### src/rtl/dma_loop_pkg.sv
`timescale 1ns/1ps
package dma_loop_pkg;
  typedef enum logic [1:0] {S_IDLE, S_RD, S_WR, S_FETCH} seq_state_t;

  function automatic logic [31:0] beat_bytes(input logic [2:0] code);
    return 32'd1 << code;
  endfunction

  function automatic logic size_ok(input logic [2:0] code);
    return (code != 3'd3) && (code <= 3'd5);
  endfunction
endpackage

### src/rtl/dma_addr_step.sv
`timescale 1ns/1ps
module dma_addr_step #(
  parameter int AW = 32
) (
  input  logic [AW-1:0] base,
  input  logic [15:0]   step,
  input  logic [AW-1:0] adj,
  input  logic          use_adj,
  output logic [AW-1:0] nxt
);
  localparam int EXT = AW - 16;
  logic [AW-1:0] step_x;
  assign step_x = {{EXT{step[15]}}, step};
  assign nxt = base + step_x + (use_adj ? adj : '0);
endmodule

### src/rtl/dma_cfg_check.sv
`timescale 1ns/1ps
module dma_cfg_check
  import dma_loop_pkg::*;
#(
  parameter int CW = 15
) (
  input  logic [31:0]   nbytes,
  input  logic [CW-1:0] citer,
  input  logic [CW-1:0] biter,
  input  logic [2:0]    ssize,
  input  logic [2:0]    dsize,
  input  logic          rsv_bad,
  output logic          bad
);
  assign bad = (nbytes == 32'd0) || (citer == '0) || (citer > biter) ||
               !size_ok(ssize) || !size_ok(dsize) || rsv_bad;
endmodule

### src/rtl/dma_loop_seq.sv
`timescale 1ns/1ps
module dma_loop_seq
  import dma_loop_pkg::*;
#(
  parameter int AW = 32,
  parameter int DW = 32,
  parameter int CW = 15
) (
  input  logic          clk,
  input  logic          rst,
  input  logic          cfg_we,
  input  logic [2:0]    cfg_idx,
  input  logic [31:0]   cfg_wdata,
  input  logic          hw_req,
  input  logic          req_en_set,
  output logic          mem_req,
  output logic          mem_we,
  output logic [AW-1:0] mem_addr,
  output logic [2:0]    mem_size,
  output logic [DW-1:0] mem_wdata,
  input  logic          mem_ack,
  input  logic [DW-1:0] mem_rdata,
  output logic          busy,
  output logic          done,
  output logic          irq,
  output logic          cfg_err,
  output logic          req_en
);
  localparam int LAST_WORD = 7;

  seq_state_t state;
  logic [AW-1:0] saddr, daddr, slast, dlast;
  logic [15:0]   soff, doff;
  logic [31:0]   nbytes, bytes_left;
  logic [CW-1:0] citer, biter;
  logic [2:0]    ssize, dsize, fidx;
  logic f_start, f_imaj, f_ihalf, f_dreq, f_sg, rsv6, rsv7;

  logic [31:0]   sbytes;
  logic          last_beat, last_iter, half_hit, use_adj, launch, bad;
  logic [CW-1:0] ncit;
  logic [AW-1:0] s_nxt, d_nxt;
  logic          ld_en;
  logic [2:0]    ld_idx;
  logic [31:0]   ld_data;

  assign sbytes    = beat_bytes(ssize);
  assign last_beat = (bytes_left <= sbytes);
  assign last_iter = (citer == CW'(1));
  assign ncit      = citer - CW'(1);
  assign half_hit  = (ncit == (biter >> 1)) && (ncit != '0);
  assign use_adj   = last_beat && last_iter && !f_sg;
  assign launch    = f_start || (hw_req && req_en);

  dma_addr_step #(.AW(AW)) u_sstep (
    .base(saddr), .step(soff), .adj(slast), .use_adj(use_adj), .nxt(s_nxt));
  dma_addr_step #(.AW(AW)) u_dstep (
    .base(daddr), .step(doff), .adj(dlast), .use_adj(use_adj), .nxt(d_nxt));
  dma_cfg_check #(.CW(CW)) u_check (
    .nbytes(nbytes), .citer(citer), .biter(biter), .ssize(ssize),
    .dsize(dsize), .rsv_bad(rsv6 | rsv7), .bad(bad));

  // Descriptor word source: fetched beats win over the software port.
  always_comb begin
    ld_en   = 1'b0;
    ld_idx  = cfg_idx;
    ld_data = cfg_wdata;
    if (state == S_FETCH && mem_ack) begin
      ld_en   = 1'b1;
      ld_idx  = fidx;
      ld_data = mem_rdata[31:0];
    end else if (state == S_IDLE && cfg_we) begin
      ld_en = 1'b1;
    end
  end

  always_ff @(posedge clk) begin
    if (rst) begin
      state <= S_IDLE;
      saddr <= '0; daddr <= '0; slast <= '0; dlast <= '0;
      soff <= '0; doff <= '0; nbytes <= '0; bytes_left <= '0;
      citer <= '0; biter <= '0; ssize <= '0; dsize <= '0; fidx <= '0;
      f_start <= 1'b0; f_imaj <= 1'b0; f_ihalf <= 1'b0; f_dreq <= 1'b0;
      f_sg <= 1'b0; rsv6 <= 1'b0; rsv7 <= 1'b0;
      mem_req <= 1'b0; mem_we <= 1'b0; mem_addr <= '0; mem_size <= '0;
      mem_wdata <= '0; busy <= 1'b0; done <= 1'b0; irq <= 1'b0;
      cfg_err <= 1'b0; req_en <= 1'b0;
    end else begin
      irq <= 1'b0;
      if (req_en_set) req_en <= 1'b1;
      case (state)
        S_IDLE: begin
          if (launch) begin
            f_start <= 1'b0;
            if (bad) begin
              cfg_err <= 1'b1;
            end else begin
              cfg_err    <= 1'b0;
              done       <= 1'b0;
              busy       <= 1'b1;
              bytes_left <= nbytes;
              mem_req    <= 1'b1;
              mem_we     <= 1'b0;
              mem_addr   <= saddr;
              mem_size   <= ssize;
              state      <= S_RD;
            end
          end
        end
        S_RD: begin
          if (mem_ack) begin
            mem_we    <= 1'b1;
            mem_addr  <= daddr;
            mem_size  <= dsize;
            mem_wdata <= mem_rdata;
            state     <= S_WR;
          end
        end
        S_WR: begin
          if (mem_ack) begin
            saddr <= s_nxt;
            daddr <= d_nxt;
            if (!last_beat) begin
              bytes_left <= bytes_left - sbytes;
              mem_we     <= 1'b0;
              mem_addr   <= s_nxt;
              mem_size   <= ssize;
              state      <= S_RD;
            end else if (last_iter) begin
              done <= 1'b1;
              irq  <= f_imaj;
              if (f_dreq) req_en <= 1'b0;
              if (f_sg) begin
                fidx     <= '0;
                mem_we   <= 1'b0;
                mem_addr <= dlast;
                mem_size <= 3'd2;
                state    <= S_FETCH;
              end else begin
                citer   <= biter;
                mem_req <= 1'b0;
                busy    <= 1'b0;
                state   <= S_IDLE;
              end
            end else begin
              citer   <= ncit;
              irq     <= f_ihalf && half_hit;
              mem_req <= 1'b0;
              busy    <= 1'b0;
              state   <= S_IDLE;
            end
          end
        end
        S_FETCH: begin
          if (mem_ack) begin
            mem_addr <= mem_addr + AW'(32'd4);
            fidx     <= fidx + 3'd1;
            if (fidx == 3'(LAST_WORD)) begin
              mem_req <= 1'b0;
              busy    <= 1'b0;
              state   <= S_IDLE;
            end
          end
        end
        default: state <= S_IDLE;
      endcase

      if (ld_en) begin
        case (ld_idx)
          3'd0: saddr  <= ld_data[AW-1:0];
          3'd1: daddr  <= ld_data[AW-1:0];
          3'd2: begin soff <= ld_data[15:0]; doff <= ld_data[31:16]; end
          3'd3: nbytes <= ld_data;
          3'd4: slast  <= ld_data[AW-1:0];
          3'd5: dlast  <= ld_data[AW-1:0];
          3'd6: begin
            citer <= ld_data[CW-1:0];
            biter <= ld_data[16+CW-1:16];
            rsv6  <= |{ld_data[31:16+CW], ld_data[15:CW]};
          end
          default: begin
            ssize   <= ld_data[2:0];
            dsize   <= ld_data[6:4];
            f_start <= ld_data[8];
            f_imaj  <= ld_data[9];
            f_ihalf <= ld_data[10];
            f_dreq  <= ld_data[11];
            f_sg    <= ld_data[12];
            rsv7    <= |{ld_data[31:13], ld_data[7], ld_data[3]};
          end
        endcase
      end
    end
  end
endmodule

### config.mk
export PLATFORM = sky130hd
export DESIGN_NAME = dma_loop_seq
export DESIGN_NICKNAME = d
export VERILOG_FILES = /design/src/rtl/dma_loop_pkg.sv /design/src/rtl/dma_addr_step.sv /design/src/rtl/dma_cfg_check.sv /design/src/rtl/dma_loop_seq.sv
export SDC_FILE = /design/constraint.sdc
export NUM_CORES = 1
export LEC_CHECK = 0
export BUFFER_PORTS_ARGS = -buffer_cell sky130_fd_sc_hd__buf_2
export CAP_MARGIN = 25
export CORE_MARGIN = 3
export CORE_UTILIZATION = 35
export DETAILED_ROUTE_END_ITERATION = 10
export PLACE_DENSITY = 0.62
export SYNTH_ARGS = -nofsm -noshare
export SYNTH_HDL_FRONTEND = slang
export SYNTH_SLANG_ARGS = --single-unit
### constraint.sdc
create_clock -name clk -period 6.05 [get_ports clk]
set_input_delay 0.605 -clock clk [delete_from_list [all_inputs] [get_ports clk]]
set_output_delay 0.605 -clock clk [all_outputs]
set_load 0.03 [all_outputs]
==> summary.txt <==
Dpl cells = 3,559
GRT overflow = 0
Die H = 255 µm
Vias per inst = 5.82
Largest net degree at the start of global routing = 97
Mapped Area = 0.0218 mm²
Synth Area per Inst = 8.16 µm²
Slew Viols, Final = 0
Final wirelength = 79,400 µm
Pwr dens = 349 mW/mm²
#FFs+latches synth = 345
Worst path slowest cell = or4_4
Worst slew pin tran = 1.08 ns
Tot GR Track Use = 23.1%
Final period utilization = 96.9%
Commonest cells post-synth = 345 x dfxtp_1, 298 x nor2_1, 288 x nand2_1, 216 x a211oi_1, 202 x a21oi_1
Final setup skew = 0.0262 ns
Io pins = 147
Bufs and invs on worst path = 3
Top routing layer in use = met4
Detail Route met2 WL = 33,800 µm
Setup crit end kind = flip-flop
Top-area cell type share of the netlist area = 31.7%
Cell Area, Placed = 0.0239 mm²
Fill cell count = 6,040
Core area = 0.0609 mm²
Synth unique cells = 83
Hold Path Class = input port to flip-flop
Max IR drop VDD = 0.281 mV
Initial core utilization = 35.7%
Clock insertion delay at the later pin of the skew report = 0.57 ns
Longest Clk Path Bufs = 3
Die W = 255 µm
Row count = 90
H-tree levels = 2
Post-route ant nets = 0
Sink Count = 345
Fin crit period = 5.86 ns
CP max FO = 7
Worst Hold Depth = 3
Worst slew margin = 27.5%
Inserted Clock Buffers = 39
Initial antenna violation count = 4
Number of synthesized flops with an enable pin = 0
Leakage = 10.2 nW
Total DRC errors in the routed layout = 0
Synth area leaders = dfxtp_1 32%, a211oi_1 7.5%, fa_1 6.0%, ha_1 5.3%, nor2_1 5.1%
Final Instance Count excl. Fillers = 3,647
CP Class = flip-flop to flip-flop
WL/cell = 21.8 µm
Family with the most delay on the worst path = simple AND/OR/NAND/NOR gates
Most frequent cell after synthesis = dfxtp_1
Final HPWL from detailed placement = 56,000 µm
Post-Layout Inst Area = 0.0258 mm²
Worst Path Arrival = 6.27 ns
Max-capacitance violation count = 0
Status = completed
Critical Path, Cell by Cell = or3_4 > or2_4 > or4_4 > or4_4 > or2_4 > nor3_4 > buf_6 > buf_8 > and2_1 > fa_1 > ha_1 > a21oi_2 > o21ai_2 > and3_1 > a21oi_1 > o211a_4 > nor2_4 > a221oi_2 > buf_4 > nor4_1 > o311ai_1 > o31ai_1
Crit-path max cell delay = 0.48 ns
Via count = 21,227
Vias in the first global route = 19,505
CP startpoint kind = flip-flop
First-pass GRT wire length = 120,000 µm
Pwr Total = 9.01 mW
Input/output buffers = 146
Met1 Routed Length = 35,400 µm
Reg clk slew, reported paths = 0.06 ns
Nets = 3,016
CP Depth = 22
Yosys top cell by area = dfxtp_1
Required @ worst endpoint = 6.46 ns
Sequential fraction of the synthesis area = 31.7%
Syn. warnings = 0
Ys async rst share = 0%
Area Overhead vs Synth = 18.5%
RePlAce Congestion = 0.947
Hold Violations, Final = 0
Setup violations, final = 0
TritonCTS clock tree = done
Initial DRC count = 2,243
Met3 routed WL = 7340 µm
Die area = 0.0652 mm²
Gate count after technology mapping = 2,666
R2R cell count = 22
Fmax achieved = 0.171 GHz
Top FF cell, synth = dfxtp_1
Synthesized net count = 2,897
Clock root cell = clkbuf_16
Share of layout cells above drive strength 1 = 15.3%
First-pass DRT Iterations = 8
timing repair:
item / CTS / global route
endpoints found under the setup margin: 18 / 47
resized for setup: 20 / 42
cloned: 0 / 2
hold buffers: 0 / 0
pin swaps: 4 / 19
setup buffers: 3 / 6
sequential cells by signal, summed over array words and instances (netlist names), 32 cells and up:
register,cells
saddr,32
mem_addr,32
dlast,32
mem_wdata,32
nbytes,32
bytes_left,32
slast,32
daddr,32
final cells by class:
type / instances / area (µm²) / area share (%)
antenna: 5 / 12.5 / 0.0485
clock buffer: 55 / 1150 / 4.45
clock inverter: 15 / 315 / 1.22
inverter: 56 / 210 / 0.815
multi-input combinational: 2080 / 14300 / 55.6
sequential: 345 / 6910 / 26.8
tap: 828 / 1040 / 4.02
timing repair buffer: 263 / 1810 / 7.03
layer usage:
| layer | up-vias | track usage (%) |
|---|---|---|
| li1 | 9912 | - |
| met1 | 10099 | 32.7 |
| met2 | 1056 | 34.1 |
| met3 | 160 | 4.82 |
| met4 | 0 | 9.02 |
| met5 | - | 0 |
kinds of logic (layout without fill, tap and decap cells):
group,Yosys count,count (layout),share of synthesized area [%]
compound gates,787,787,24.5
xor+xnor,111,111,4.50
fa+ha+maj,158,158,11.3
buf+inv,241,389,4.24
flops,345,345,31.7
mux,65,65,3.07
other cells,0,5,0
simple gates,959,959,20.7
report_power, final:
part	switching (mW)	total, mW	internal (mW)
registers	0.225	2.70	2.48
clock network	1.03	2.70	1.67
logic	2.34	3.60	1.26
placed cells by master, fill, tap and decap left out, types with 74 or more instances in the layout:
| master | netlist | final |
|---|---|---|
| nor2_1 | 298 | 292 |
| buf_4 | 1 | 101 |
| and2_1 | 82 | 78 |
| a211oi_1 | 216 | 213 |
| a21oi_1 | 202 | 197 |
| nand2_1 | 288 | 286 |
| dfxtp_1 | 345 | 345 |
| buf_2 | 5 | 145 |
| xnor2_1 | 75 | 74 |
| ha_1 | 93 | 87 |
| o21ai_0 | 106 | 100 |
stage by stage:
step | setup TNS [ns] | util (%) | setup slack [ns] | hold WS (ns)
after floorplan | -0.0589 | - | -0.0429 | 0.415
after global placement | -0.0765 | 38.9 | -0.0630 | 0.432
after detailed placement | -1.23 | 39.2 | -0.313 | 0.438
after CTS | -0.0356 | 41.7 | -0.0296 | 0.268
after global routing | -0.0112 | 42.3 | -0.00970 | 0.286
final | 0 | 42.3 | 0.186 | 0.281
path summary, 6_finish.rpt:
check                      start  slack (ns)       endpoint
setup reg to reg  bytes_left[16]        0.19      daddr[31]
hold reg to reg           f_dreq        0.45         req_en
setup / recovery  bytes_left[16]        0.19      daddr[31]
hold / removal     mem_rdata[28]        0.28  mem_wdata[28]
worst min-delay path: stages:
cell and delay [ns]:
buf_2 0.10, nand2_1 0.05, a21oi_1 0.05
No activity file was read; power rests on OpenSTA's default activity.
